**src/rtl/fts_pkg.sv**
```systemverilog
package fts_pkg;

  typedef struct packed {
    logic [3:0] rx;
    logic [3:0] tx;
  } trig_fields_t;

  function automatic int unsigned rx_fallback(input logic [1:0] code,
                                              input int unsigned depth);
    case (code)
      2'd0:    return depth / 8;
      2'd1:    return depth / 4;
      2'd2:    return depth - 8;
      default: return depth - 4;
    endcase
  endfunction

  function automatic int unsigned tx_fallback(input logic [1:0] code,
                                              input int unsigned depth);
    case (code)
      2'd0:    return depth / 8;
      2'd1:    return depth / 4;
      2'd2:    return depth / 2;
      default: return depth - 8;
    endcase
  endfunction

endpackage

```
**src/rtl/fts_rst_sync.sv**
```systemverilog
module fts_rst_sync #(
  parameter int STAGES = 2
) (
  input  logic clk,
  input  logic rst_n,
  output logic rst_n_sync
);
  logic [STAGES-1:0] chain_q;
  logic [STAGES-1:0] chain_d;

  always_comb chain_d = {chain_q[STAGES-2:0], 1'b1};

  always_ff @(posedge clk or negedge rst_n) begin
    if (!rst_n) chain_q <= '0;
    else        chain_q <= chain_d;
  end

  assign rst_n_sync = chain_q[STAGES-1];
endmodule

```
**src/rtl/fts_trig_reg.sv**
```systemverilog
module fts_trig_reg
  import fts_pkg::*;
(
  input  logic         clk,
  input  logic         rst_n,
  input  logic         rst_n_sync,
  input  logic         wr_en,
  input  logic [7:0]   wr_data,
  input  logic         feat_en,
  input  logic         mode_en,
  output trig_fields_t fields
);
  trig_fields_t reg_q, reg_d;
  logic         load_en;

  always_comb begin
    load_en = wr_en & feat_en & mode_en;
    reg_d   = reg_q;
    if (load_en) reg_d = trig_fields_t'(wr_data);
  end

  always_ff @(posedge clk or negedge rst_n_sync) begin
    if (!rst_n_sync) reg_q <= '0;
    else             reg_q <= reg_d;
  end

  assign fields = reg_q;

  // blocked writes leave the register alone
  p_wr_blocked_r2: assert property (@(posedge clk) disable iff (!rst_n_sync)
    !(wr_en && feat_en && mode_en) |=> $stable(fields));

  // accepted write lands with receive field in the upper nibble
  p_wr_load_r3: assert property (@(posedge clk) disable iff (!rst_n_sync)
    (wr_en && feat_en && mode_en) |=> (fields.rx == $past(wr_data[7:4]) &&
                                       fields.tx == $past(wr_data[3:0])));

  // while the raw reset is low the register is clear
  p_reset_clear_r1: assert property (@(posedge clk)
    !rst_n |=> (fields == '0));
endmodule

```
**src/rtl/fts_level_sel.sv**
```systemverilog
module fts_level_sel
  import fts_pkg::*;
#(
  parameter int DEPTH   = 64,
  parameter int STEP    = 4,
  parameter int FIELD_W = 4,
  parameter bit IS_RX   = 1'b1,
  localparam int CNT_W  = $clog2(DEPTH + 1)
) (
  input  logic               clk,
  input  logic               rst_n,
  input  logic [FIELD_W-1:0] field,
  input  logic [1:0]         sel,
  output logic [CNT_W-1:0]   level
);
  localparam logic [CNT_W-1:0] STEP_C = CNT_W'(STEP);
  logic [CNT_W-1:0] coarse;
  logic [CNT_W-1:0] fine;

  generate
    if (IS_RX) begin : g_rx
      always_comb coarse = CNT_W'(rx_fallback(sel, DEPTH));
    end else begin : g_tx
      always_comb coarse = CNT_W'(tx_fallback(sel, DEPTH));
    end
  endgenerate

  always_comb begin
    fine  = CNT_W'(field) * STEP_C;
    level = (field != '0) ? fine : coarse;
  end

  // the effective level is a nonzero multiple of the step inside the FIFO
  p_level_range_r3: assert property (@(posedge clk) disable iff (!rst_n)
    (level >= STEP_C) && (level < CNT_W'(DEPTH)) && ((level % STEP_C) == 0));

  // holding the field and code keeps the level steady
  p_level_steady_r8: assert property (@(posedge clk) disable iff (!rst_n)
    ($stable(field) && $stable(sel)) |-> $stable(level));
endmodule

```
**src/rtl/fts_thresh_cmp.sv**
```systemverilog
module fts_thresh_cmp #(
  parameter int DEPTH  = 64,
  parameter bit IS_RX  = 1'b1,
  localparam int CNT_W = $clog2(DEPTH + 1)
) (
  input  logic             clk,
  input  logic             rst_n,
  input  logic [CNT_W-1:0] count,
  input  logic [CNT_W-1:0] level,
  output logic             ready
);
  localparam logic [CNT_W-1:0] DEPTH_C = CNT_W'(DEPTH);
  logic [CNT_W-1:0] avail;

  generate
    if (IS_RX) begin : g_chars
      always_comb avail = count;
    end else begin : g_space
      always_comb avail = DEPTH_C - count;
    end
  endgenerate

  always_comb ready = (avail >= level);

  // counts stay inside the FIFO depth
  p_count_range_r6: assert property (@(posedge clk) disable iff (!rst_n)
    count <= DEPTH_C);

  // with the level fixed, more available entries never drop the request
  p_ready_mono_r7: assert property (@(posedge clk) disable iff (!rst_n)
    ($past(ready) && $stable(level) && (avail >= $past(avail))) |-> ready);
endmodule

```
**src/rtl/fifo_trig_sel.sv**
```systemverilog
module fifo_trig_sel
  import fts_pkg::*;
#(
  parameter int DEPTH   = 64,
  parameter int STEP    = 4,
  parameter int FIELD_W = 4,
  localparam int CNT_W  = $clog2(DEPTH + 1)
) (
  input  logic             clk,
  input  logic             rst_n,
  input  logic             wr_en,
  input  logic [7:0]       wr_data,
  input  logic             feat_en,
  input  logic             mode_en,
  input  logic [1:0]       rx_sel,
  input  logic [1:0]       tx_sel,
  input  logic [CNT_W-1:0] rx_count,
  input  logic [CNT_W-1:0] tx_count,
  output logic             rx_ready,
  output logic             tx_ready
);
  logic             rst_n_sync;
  trig_fields_t     fields;
  logic [CNT_W-1:0] rx_level;
  logic [CNT_W-1:0] tx_level;

  fts_rst_sync #(.STAGES(2)) u_rst (
    .clk(clk), .rst_n(rst_n), .rst_n_sync(rst_n_sync)
  );

  fts_trig_reg u_reg (
    .clk(clk), .rst_n(rst_n), .rst_n_sync(rst_n_sync),
    .wr_en(wr_en), .wr_data(wr_data),
    .feat_en(feat_en), .mode_en(mode_en), .fields(fields)
  );

  fts_level_sel #(.DEPTH(DEPTH), .STEP(STEP), .FIELD_W(FIELD_W), .IS_RX(1'b1)) u_rx_lvl (
    .clk(clk), .rst_n(rst_n_sync), .field(fields.rx), .sel(rx_sel), .level(rx_level)
  );

  fts_level_sel #(.DEPTH(DEPTH), .STEP(STEP), .FIELD_W(FIELD_W), .IS_RX(1'b0)) u_tx_lvl (
    .clk(clk), .rst_n(rst_n_sync), .field(fields.tx), .sel(tx_sel), .level(tx_level)
  );

  fts_thresh_cmp #(.DEPTH(DEPTH), .IS_RX(1'b1)) u_rx_cmp (
    .clk(clk), .rst_n(rst_n_sync), .count(rx_count), .level(rx_level), .ready(rx_ready)
  );

  fts_thresh_cmp #(.DEPTH(DEPTH), .IS_RX(1'b0)) u_tx_cmp (
    .clk(clk), .rst_n(rst_n_sync), .count(tx_count), .level(tx_level), .ready(tx_ready)
  );

  // with no write, a steady input set gives steady requests
  p_no_write_steady_r9: assert property (@(posedge clk) disable iff (!rst_n_sync)
    (!$past(wr_en) && $stable(rx_count) && $stable(tx_count) &&
     $stable(rx_sel) && $stable(tx_sel)) |-> ($stable(rx_ready) && $stable(tx_ready)));
endmodule

```
**config.mk**
```make
export PLATFORM = sky130hd
export DESIGN_NAME = fifo_trig_sel
export DESIGN_NICKNAME = d
export VERILOG_FILES = /design/src/rtl/fts_pkg.sv /design/src/rtl/fts_rst_sync.sv /design/src/rtl/fts_trig_reg.sv /design/src/rtl/fts_level_sel.sv /design/src/rtl/fts_thresh_cmp.sv /design/src/rtl/fifo_trig_sel.sv
export SDC_FILE = /design/constraint.sdc
export NUM_CORES = 1
export LEC_CHECK = 0
export BUFFER_PORTS_ARGS = -buffer_cell sky130_fd_sc_hd__buf_4
export CORE_ASPECT_RATIO = 1.1
export CORE_MARGIN = 3
export CORE_UTILIZATION = 25
export DETAILED_ROUTE_END_ITERATION = 7
export PLACE_DENSITY = 0.48
export SYNTH_ARGS = -nofsm -noshare
export SYNTH_HDL_FRONTEND = slang
export SYNTH_SLANG_ARGS = --single-unit
```
**constraint.sdc**
```tcl
create_clock -name clk -period 1.65 [get_ports clk]
set_clock_uncertainty 0.2 [all_clocks]
set_input_delay 0.0825 -clock clk [delete_from_list [all_inputs] [get_ports clk]]
set_output_delay 0.0825 -clock clk [all_outputs]
set_load 0.1 [all_outputs]
```
### Word level (Yosys, flattened, before mapping)

Index checks and enable logic that the tools add are counted.

| operators by class | value |
|---|---|
| add/sub/neg operators | 1 |
| multiply operators | 0 |
| divide/modulo/power cells | 0 |
| order comparisons | 2 |
| equality and inequality tests | 4 |
| shift operators | 0 |
| mux-type cells | 4 |
| bitwise logic cells | 2 |
| reduce and logical (&&, ||, !) cells | 4 |

Operators with widths:

| cell | count |
|---|---|
| one-hot mux 6 bit (3 select lines) | 2 |
| greater-or-equal comparator 7 x 6 -> 1 bit | 2 |
| two-way mux 6 bit | 2 |
| nonzero test 4 bit | 2 |
| subtractor 7 bit, first input constant | 1 |
| equality test 2 x 1 -> 1 bit, second input constant | 2 |
| equality test 2 bit, second input constant | 2 |
| zero test 2 bit | 2 |
| AND 1 bit | 2 |

| storage, ports and cells | value |
|---|---|
| register bits after elaboration | 10 |
| bits in latches | 0 |
| memory bits (writable) | 0 |
| memory bits (read-only) | 0 |
| input bits | 31 |
| logic and storage cells | 20 |
| memories | 0 |

### Logic depth before layout (Yosys ltp)

Gate-level depths: netlist of the first run.

| logic depth | value |
|---|---|
| word-level depth | 4 |
| depth in mapped cells | 9 |
| depth with buffers taken out | 9 |

### Cells and area by module

A second synthesis of the first run with hierarchy kept.

| unflattened totals | value |
|---|---|
| cell total of the unflattened synthesis | 111 |
| area total of the unflattened synthesis | 1,002.2 um^2 |

Modules (own cells, without submodules):

| module | times used | cells an instance | area an instance (um^2) | sequential area each (um^2) |
|---|---|---|---|---|
| fts_trig_reg | 1 | 17 | 307.8 | 200.2 |
| fts_thresh_cmp at u_tx_cmp | 1 | 36 | 262.8 | 0.0 |
| fts_thresh_cmp at u_rx_cmp | 1 | 23 | 168.9 | 0.0 |
| fts_level_sel at u_tx_lvl | 1 | 18 | 120.1 | 0.0 |
| fts_level_sel at u_rx_lvl | 1 | 14 | 88.8 | 0.0 |
| fts_rst_sync | 1 | 3 | 53.8 | 50.0 |

### Worst setup path after synthesis of the first run

No wires, ideal clock.

| timing | value |
|---|---|
| path type | register -> output |
| start point | register u_reg.reg_q (netlist bit u_reg.fields[4]) |
| end point | output port rx_ready |
| data arrival time | 3.220 ns |
| data required time | 1.367 ns |
| slack | -1.853 ns |
| cell stages (with the launch flop) | 7 |
| path buffers | 0 |
| cells stage by stage | dfrtp_1 -> nor3_1 -> a21oi_1 -> ha_1 -> nor2b_1 -> a311oi_1 -> o21ai_0 |

| between the ends | value |
|---|---|
| word-level cells in the longest chain between the ends | 3 |

RTL lines:

| element | RTL line | RTL |
|---|---|---|
| start: declaration | fts_trig_reg.sv:13 | `trig_fields_t reg_q, reg_d;` |
| start signal: assignment | fts_trig_reg.sv:24 | `else reg_q <= reg_d;` |
| nonzero test 4 bit | fts_level_sel.sv:30 | `level = (field != '0) ? fine : coarse;` |
| two-way mux 6 bit * | fts_level_sel.sv:30 |  |
| greater-or-equal comparator 7 x 6 -> 1 bit * | fts_thresh_cmp.sv:23 | `always_comb ready = (avail >= level);` |
| end: declaration | fifo_trig_sel.sv:19 | `output logic rx_ready,` |

Every way passes the cells marked *; elsewhere a longest branch is shown, timed or not.

### Final worst setup path of the first run

| timing | value |
|---|---|
| start point | register u_reg.reg_q (netlist bit u_reg.fields[2]) |
| end point | output port tx_ready |

| between the ends | value |
|---|---|
| word-level cells in the longest chain between the ends | 3 |

RTL lines:

| element | RTL line | RTL |
|---|---|---|
| nonzero test 4 bit | fts_level_sel.sv:30 |  |
| two-way mux 6 bit * | fts_level_sel.sv:30 |  |
| greater-or-equal comparator 7 x 6 -> 1 bit * | fts_thresh_cmp.sv:23 |  |
| end: declaration | fifo_trig_sel.sv:20 | `output logic tx_ready` |

Marks and branches as above.

==> impl_metrics.env, run 1 <==
export IMPL_status="complete, but fails checks"
export IMPL_violations="setup timing"
export IMPL_syn_avg_cell_area_um2=10.2
export IMPL_peakVddDrop_mv=0.726
export IMPL_synthSimpleGateAreaFrac_pct=22.1
export IMPL_yosys_top_cells_area="dfrtp_1 (33%), ha_1 (18%), mux2_2 (12%), nor2_1 (5.5%), nor4b_1 (3.5%)"
export IMPL_htree_levels=1
export IMPL_cp_data_arrival_time_ps=2010
export IMPL_p_leak_nw=0.666
export IMPL_path_delay_family="simple AND/OR/NAND/NOR gates"
export IMPL_layout_nets=183
export IMPL_io_pins=33
export IMPL_drc_errors=0
export IMPL_crit_path_start_kind="flop"
export IMPL_hold_viol=0
export IMPL_synth_top_family_by_area="simple AND/OR/NAND/NOR gates"
export IMPL_clockBufferDepth=2
export IMPL_vias=783
export IMPL_place_gp_congestion=0.688
export IMPL_grt_pass1_wl_um=3020
export IMPL_grt_max_degree=9
export IMPL_antenna_cells=0
export IMPL_pre_cts_slack_ps=-525
export IMPL_clock_fmax_mhz=436
export IMPL_clkTransAtPathRegs_ps=60
export IMPL_synth_edf_count=0
export IMPL_yosysUniqueCellTypes=26
export IMPL_rows=20
export IMPL_port_buffer_count=32
export IMPL_clkSinkCount=10
export IMPL_first_global_vias=798
export IMPL_setup_worst_path_start="u_reg.fields[2]$_DFFE_PN0P_"
export IMPL_synth_adder_area_share_pct=18.2
export IMPL_drt_iter0_markers=5
export IMPL_synth_seq_cells=10
export IMPL_cts_buffers=3
export IMPL_track_usage_pct=10.0
export IMPL_slowest_delay_ps=390
export IMPL_synthesis_nets=116
export IMPL_worstRegToRegCells=3
export IMPL_path_class="flop to primary output"
export IMPL_yosysSeqAreaShare_pct=33.2
export IMPL_syn_inst=74
export IMPL_synth_xor_area_share_pct=4.64
export IMPL_wire_per_inst_um=9.98
export IMPL_cp_cell_sequence="nor4b_2 > nor2_1 > ha_1 > nor2b_1 > a311o_1 > nand3_2 > nand3_4 > buf_12"
export IMPL_ys_flop_type="dfrtp_1"
export IMPL_r2r_slack_ps=440
export IMPL_path_buf_inv=1
export IMPL_reg2reg_from="u_reg.fields[3]$_DFFE_PN0P_"
export IMPL_layoutNonFillerInstCount=172
export IMPL_synth_compound_area_share_pct=7.46
export IMPL_firstDrtPassIters=3
export IMPL_yosys_top_cells_count="ha_1 (11), nor2_1 (11), dfrtp_1 (10)"
export IMPL_maxCapViolCount=0
export IMPL_fin_util_pct=49.3
export IMPL_powerDensity_nw_per_um2=742
export IMPL_dp_hpwl_um=1430
export IMPL_gr_total_overflow=0
export IMPL_min_from="u_rst.chain_q[0]$_DFF_PN0_"
export IMPL_finalSetupViolations=2
export IMPL_rsz0062_at_grt="true"
export IMPL_setup_ws_ps=-644
export IMPL_mappedNetlistArea_um2=754
export IMPL_fp_dieW_um=58.4
export IMPL_period_share_pct=139
export IMPL_r2r_end="u_reg.fields[3]$_DFFE_PN0P_"
export IMPL_final_layout_size_suffix_gt1_share_pct=52.5
export IMPL_min_path_cells=0
export IMPL_synth_area_leader_cell="dfrtp_1"
export IMPL_start_util_pct=26.7
export IMPL_synthMuxAreaShare_pct=11.9
export IMPL_min_to="u_rst.chain_q[1]$_DFF_PN0_"
export IMPL_hold_class="flop to flop"
export IMPL_insertion_delay_ps=250
export IMPL_nFillCells=267
export IMPL_slowest_stage="dfrtp_1"
export IMPL_coreArea_um2=2830
export IMPL_die_area_um2=3710
export IMPL_required_ps=1370
export IMPL_dieHeight_um=63.6
export IMPL_area_growth_pct=84.7
export IMPL_path_max_fanout=2
export IMPL_antenna_found_initial=0
export IMPL_root_buffer="clkbuf_4"
export IMPL_ys_warnings_count=0
export IMPL_wl_um=1720
export IMPL_placed_cells=155
export IMPL_postRouteAntennaNets=0
export IMPL_synthArstFlopShare_pct=100
export IMPL_min_period_ps=2290
export IMPL_worstSetupEndpointType="primary output"
export IMPL_slew_violations=0
export IMPL_cts_tree="built"
export IMPL_vias_per_cell=4.55
export IMPL_yosys_area_top_type_share_pct=33.2
==> kinds of logic after synthesis <==
| kind of cell | Yosys count |
|---|---|
| xor+xnor | 4 |
| simple gates | 28 |
| buf+inv | 4 |
| fa+ha+maj | 11 |
| flops | 10 |
| compound gates | 8 |
| mux | 8 |
| other cells | 1 |
==> worst max path at each step <==
stage / end / slack, ps / cells after the start
2_1_floorplan: tx_ready / -360 / 7
3_3_place_gp: tx_ready / -500 / 8
3_5_place_dp: tx_ready / -530 / 8
4_1_cts: tx_ready / -650 / 8
5_1_grt: tx_ready / -750 / 8
6_report: tx_ready / -640 / 8
==> layer usage <==
| layer | up-vias | GRT usage, % | share of wire [%] |
|---|---|---|---|
| met3 | 2 | 4.30 | 6.4 |
| met1 | 361 | 11.1 | 40 |
| met2 | 20 | 17.9 | 53 |
| li1 | 400 | - | - |
| met4 | 0 | 1.16 | 0.52 |
| met5 | - | 0 | 0 |
==> registers in the layout, summed over array words and instances (netlist names) <==
signal	cells
u_rst.chain_q	2
u_reg.fields	8
==> cells in the final DEF, fill, tap and decap left out, types with 2 or more instances in the layout <==
cell type	count
a21oi_1	2
buf_12	2
buf_4	50
clkbuf_4	3
dfrtp_1	10
dlygate4sd3_1	11
ha_1	11
inv_1	3
mux2_2	8
nor2_1	11
nor2b_1	2
nor4_1	3
nor4b_2	3
xnor2_1	2
xor2_1	2
==> metrics by stage <==
stage / total power [mW] / setup TNS [ps] / hold slack [ps] / cell area (um^2)
6_report: 1.03 / -1230 / 152 / 1390
5_1_grt: 1.12 / -1490 / 157 / 1390
4_1_cts: 1.02 / -1290 / 156 / 1360
3_5_place_dp: 0.797 / -965 / -334 / 1190
3_3_place_gp: 0.784 / -908 / -334 / 1190
2_1_floorplan: 0.602 / -703 / -413 / 785
==> worst register-to-register path: cells and delay by family (launching register included) <==
kind     cells  cell delay, ps
flops        1             390
buf+inv      2             260
mux          1             250
==> cell type report <==
class	count	area (um^2)	area share (%)
Tap cell	33	41.3	2.96
Multi-Input combinational cell	60	543	39.0
Timing Repair Buffer	63	526	37.7
Inverter	3	11.3	0.808
Sequential cell	10	250	18.0
Clock buffer	3	22.5	1.62
==> where the power goes <==
group / internal (mW) / total [mW] / switching (mW)
clock network: 0.0837 / 0.156 / 0.0724
logic: 0.306 / 0.549 / 0.243
registers: 0.285 / 0.330 / 0.0449
==> timing repair <==
item	CTS	global route
endpoints found under the hold margin	18	0
hold buffers	11	0
gates resized for setup	6	4
pin swaps	2	0
setup buffers	1	2
setup endpoints to repair	2	2
Note: power is estimated with default switching activity, not from simulation.
==> run 2, diff against run 1 <==
--- a/config.mk
+++ b/config.mk
@@ -10,7 +10,7 @@
 export CORE_MARGIN = 3
 export CORE_UTILIZATION = 25
 export DETAILED_ROUTE_END_ITERATION = 7
-export PLACE_DENSITY = 0.48
+export PLACE_DENSITY = 0.47
 export SYNTH_ARGS = -nofsm -noshare
 export SYNTH_HDL_FRONTEND = slang
 export SYNTH_SLANG_ARGS = --single-unit
==> constraint.sdc (replaced) <==
create_clock -name clk -period 2.64 [get_ports clk]
set_clock_uncertainty 0.2 [all_clocks]
set_input_delay 0.132 -clock clk [delete_from_list [all_inputs] [get_ports clk]]
set_output_delay 0.132 -clock clk [all_outputs]
set_load 0.1 [all_outputs]
==> run 2 against run 1 <==
Compared with the run above:
- the flow now finishes without violations
- register-to-register slack improved by 1100 ps
- design area decreased by 15%
- combinational power down 57%
- global-route usage fell by 0.77 points
- sequential power is 37% lower
- core utilization decreased by 7.3 points
- clock power is 15% lower
- die area unchanged
- wire length fell by 8.2%
- largest power group unchanged
==> impl_metrics.env, run 2 (synthesis results as in run 1) <==
export IMPL_period_share_pct=94.4
export IMPL_gr_total_overflow=0
export IMPL_dieHeight_um=63.6
export IMPL_insertion_delay_ps=260
export IMPL_power_frac_seq_pct=36.1
export IMPL_layoutNonFillerInstCount=153
export IMPL_drt_iter0_markers=20
export IMPL_min_period_ps=2490
export IMPL_coreArea_um2=2830
export IMPL_io_pins=33
export IMPL_clock_fmax_mhz=401
export IMPL_layout_commonest_cell="buf_4"
export IMPL_status="completed"
export IMPL_rsz0062_at_grt="false"
export IMPL_placed_cells=138
export IMPL_slew_violations=0
export IMPL_hold_ws_ps=151
export IMPL_worstSetupEndpointType="primary output"
export IMPL_largest_register_ffs=8
export IMPL_grt_max_degree=9
export IMPL_clockBufferDepth=2
export IMPL_mostFrequentLayoutCells="buf_4 (32), nor2_1 (11), ha_1 (11), dlygate4sd3_1 (11), dfrtp_1 (10)"
export IMPL_combinationalPowerShare_pct=41.0
export IMPL_path_class="flop to primary output"
export IMPL_die_area_um2=3710
export IMPL_p_leak_nw=0.556
export IMPL_layout_nets=163
export IMPL_antenna_found_initial=0
export IMPL_hold_viol=0
export IMPL_first_global_vias=670
export IMPL_reg2reg_from="u_rst.chain_q[1]$_DFF_PN0_"
export IMPL_net_switching_power_mw=0.197
export IMPL_wl_um=1580
export IMPL_fin_setup_tns_ps=0
export IMPL_root_buffer="clkbuf_4"
export IMPL_cts_buffers=3
export IMPL_antenna_cells=0
export IMPL_clkTransAtPathRegs_ps=60
export IMPL_htree_levels=1
export IMPL_start_util_pct=26.7
export IMPL_wire_per_inst_um=10.3
export IMPL_firstDrtPassIters=2
export IMPL_vias=687
export IMPL_cts_tree="built"
export IMPL_cp_data_arrival_time_ps=2160
export IMPL_place_gp_congestion=0.688
export IMPL_clkSinkCount=10
export IMPL_hold_class="flop to flop"
export IMPL_final_layout_size_suffix_gt1_share_pct=40.8
export IMPL_grt_pass1_wl_um=2680
export IMPL_setup_worst_path_start="u_reg.fields[0]$_DFFE_PN0P_"
export IMPL_p_int_mw=0.379
export IMPL_dp_hpwl_um=1290
export IMPL_drc_errors=0
export IMPL_path_max_fanout=5
export IMPL_rows=20
export IMPL_clkPwrFrac_pct=22.9
export IMPL_multi_input_area_um2=499
export IMPL_required_ps=2310
export IMPL_nFillCells=291
export IMPL_vias_per_cell=4.49
export IMPL_finalSetupViolations=0
export IMPL_min_from="u_rst.chain_q[0]$_DFF_PN0_"
export IMPL_seqCellArea_um2=250
export IMPL_port_buffer_count=32
export IMPL_area_growth_pct=57.5
export IMPL_crit_path_start_kind="flop"
export IMPL_swShare_pct=34.2
export IMPL_postRouteAntennaNets=0
export IMPL_fp_dieW_um=58.4
export IMPL_maxCapViolCount=0
export IMPL_track_usage_pct=9.24
export IMPL_peakVddDrop_mv=0.404
export IMPL_powerDensity_nw_per_um2=484
-- run 2: power by group through the flow --
stage / registers, mW / logic [mW] / clock network (mW)
detailed placement: 0.212 / 0.222 / 0
global route: 0.213 / 0.265 / 0.147
CTS: 0.206 / 0.238 / 0.137
global placement: 0.211 / 0.218 / 0
finish: 0.208 / 0.236 / 0.132
floorplan: 0.203 / 0.157 / 0
-- run 2: final cells by class --
cell class                      count  share of cell area, %
Inverter                            3                  0.947
Timing Repair Buffer               43                   29.5
Sequential cell                    10                   21.1
Clock buffer                        4                   3.05
Tap cell                           33                   3.47
Multi-Input combinational cell     60                   42.0
-- run 2: repair_timing --
item,CTS,global route
hold endpoints to repair,18,0
gates resized for setup,0,1
endpoints found under the setup margin,0,1
buffers inserted,0,0
hold buffers,11,0
-- run 2: worst max-delay path, cell delays in order, from the launching register on --
cell and delay [ps]:
dfrtp_1 430, nor4b_2 280, nor2_1 70, ha_1 280, nor2b_1 130, a311o_1 310
nand3_1 100, nand3_2 60, buf_4 230
-- run 2: worst paths after layout --
path,to,slack (ps),cells after the start
setup / recovery,tx_ready,150,8
hold / removal,u_rst.chain_q[1]$_DFF_PN0_,150,0
setup reg to reg,u_reg.fields[1]$_DFFE_PN0P_,1520,1
hold reg to reg,u_rst.chain_q[1]$_DFF_PN0_,150,0
max in group asynchronous,u_reg.fields[1]$_DFFE_PN0P_,1520,1
min in group asynchronous,u_reg.fields[7]$_DFFE_PN0P_,460,1
-- run 2: metrics by stage --
| stage | setup WS (ps) | instance area, um^2 | util (%) | power [mW] |
|---|---|---|---|---|
| 2_1_floorplan | 339 | 758 | - | 0.360 |
| 3_3_place_gp | 353 | 1040 | 36.6 | 0.429 |
| 3_5_place_dp | 348 | 1040 | 36.6 | 0.433 |
| 4_1_cts | 87.1 | 1180 | 41.8 | 0.581 |
| 5_1_grt | 7.18 | 1190 | 42.0 | 0.625 |
| 6_report | 149 | 1190 | 42.0 | 0.575 |
-- run 2: routing by layer --
layer  GRT usage [%]  vias to the layer above  routed length, um
met5               0                        -                  0
met3           0.615                        2                 72
met4            5.22                        0                 19
met1            11.5                      309                683
li1                -                      362                  -
met2            15.4                       14                800
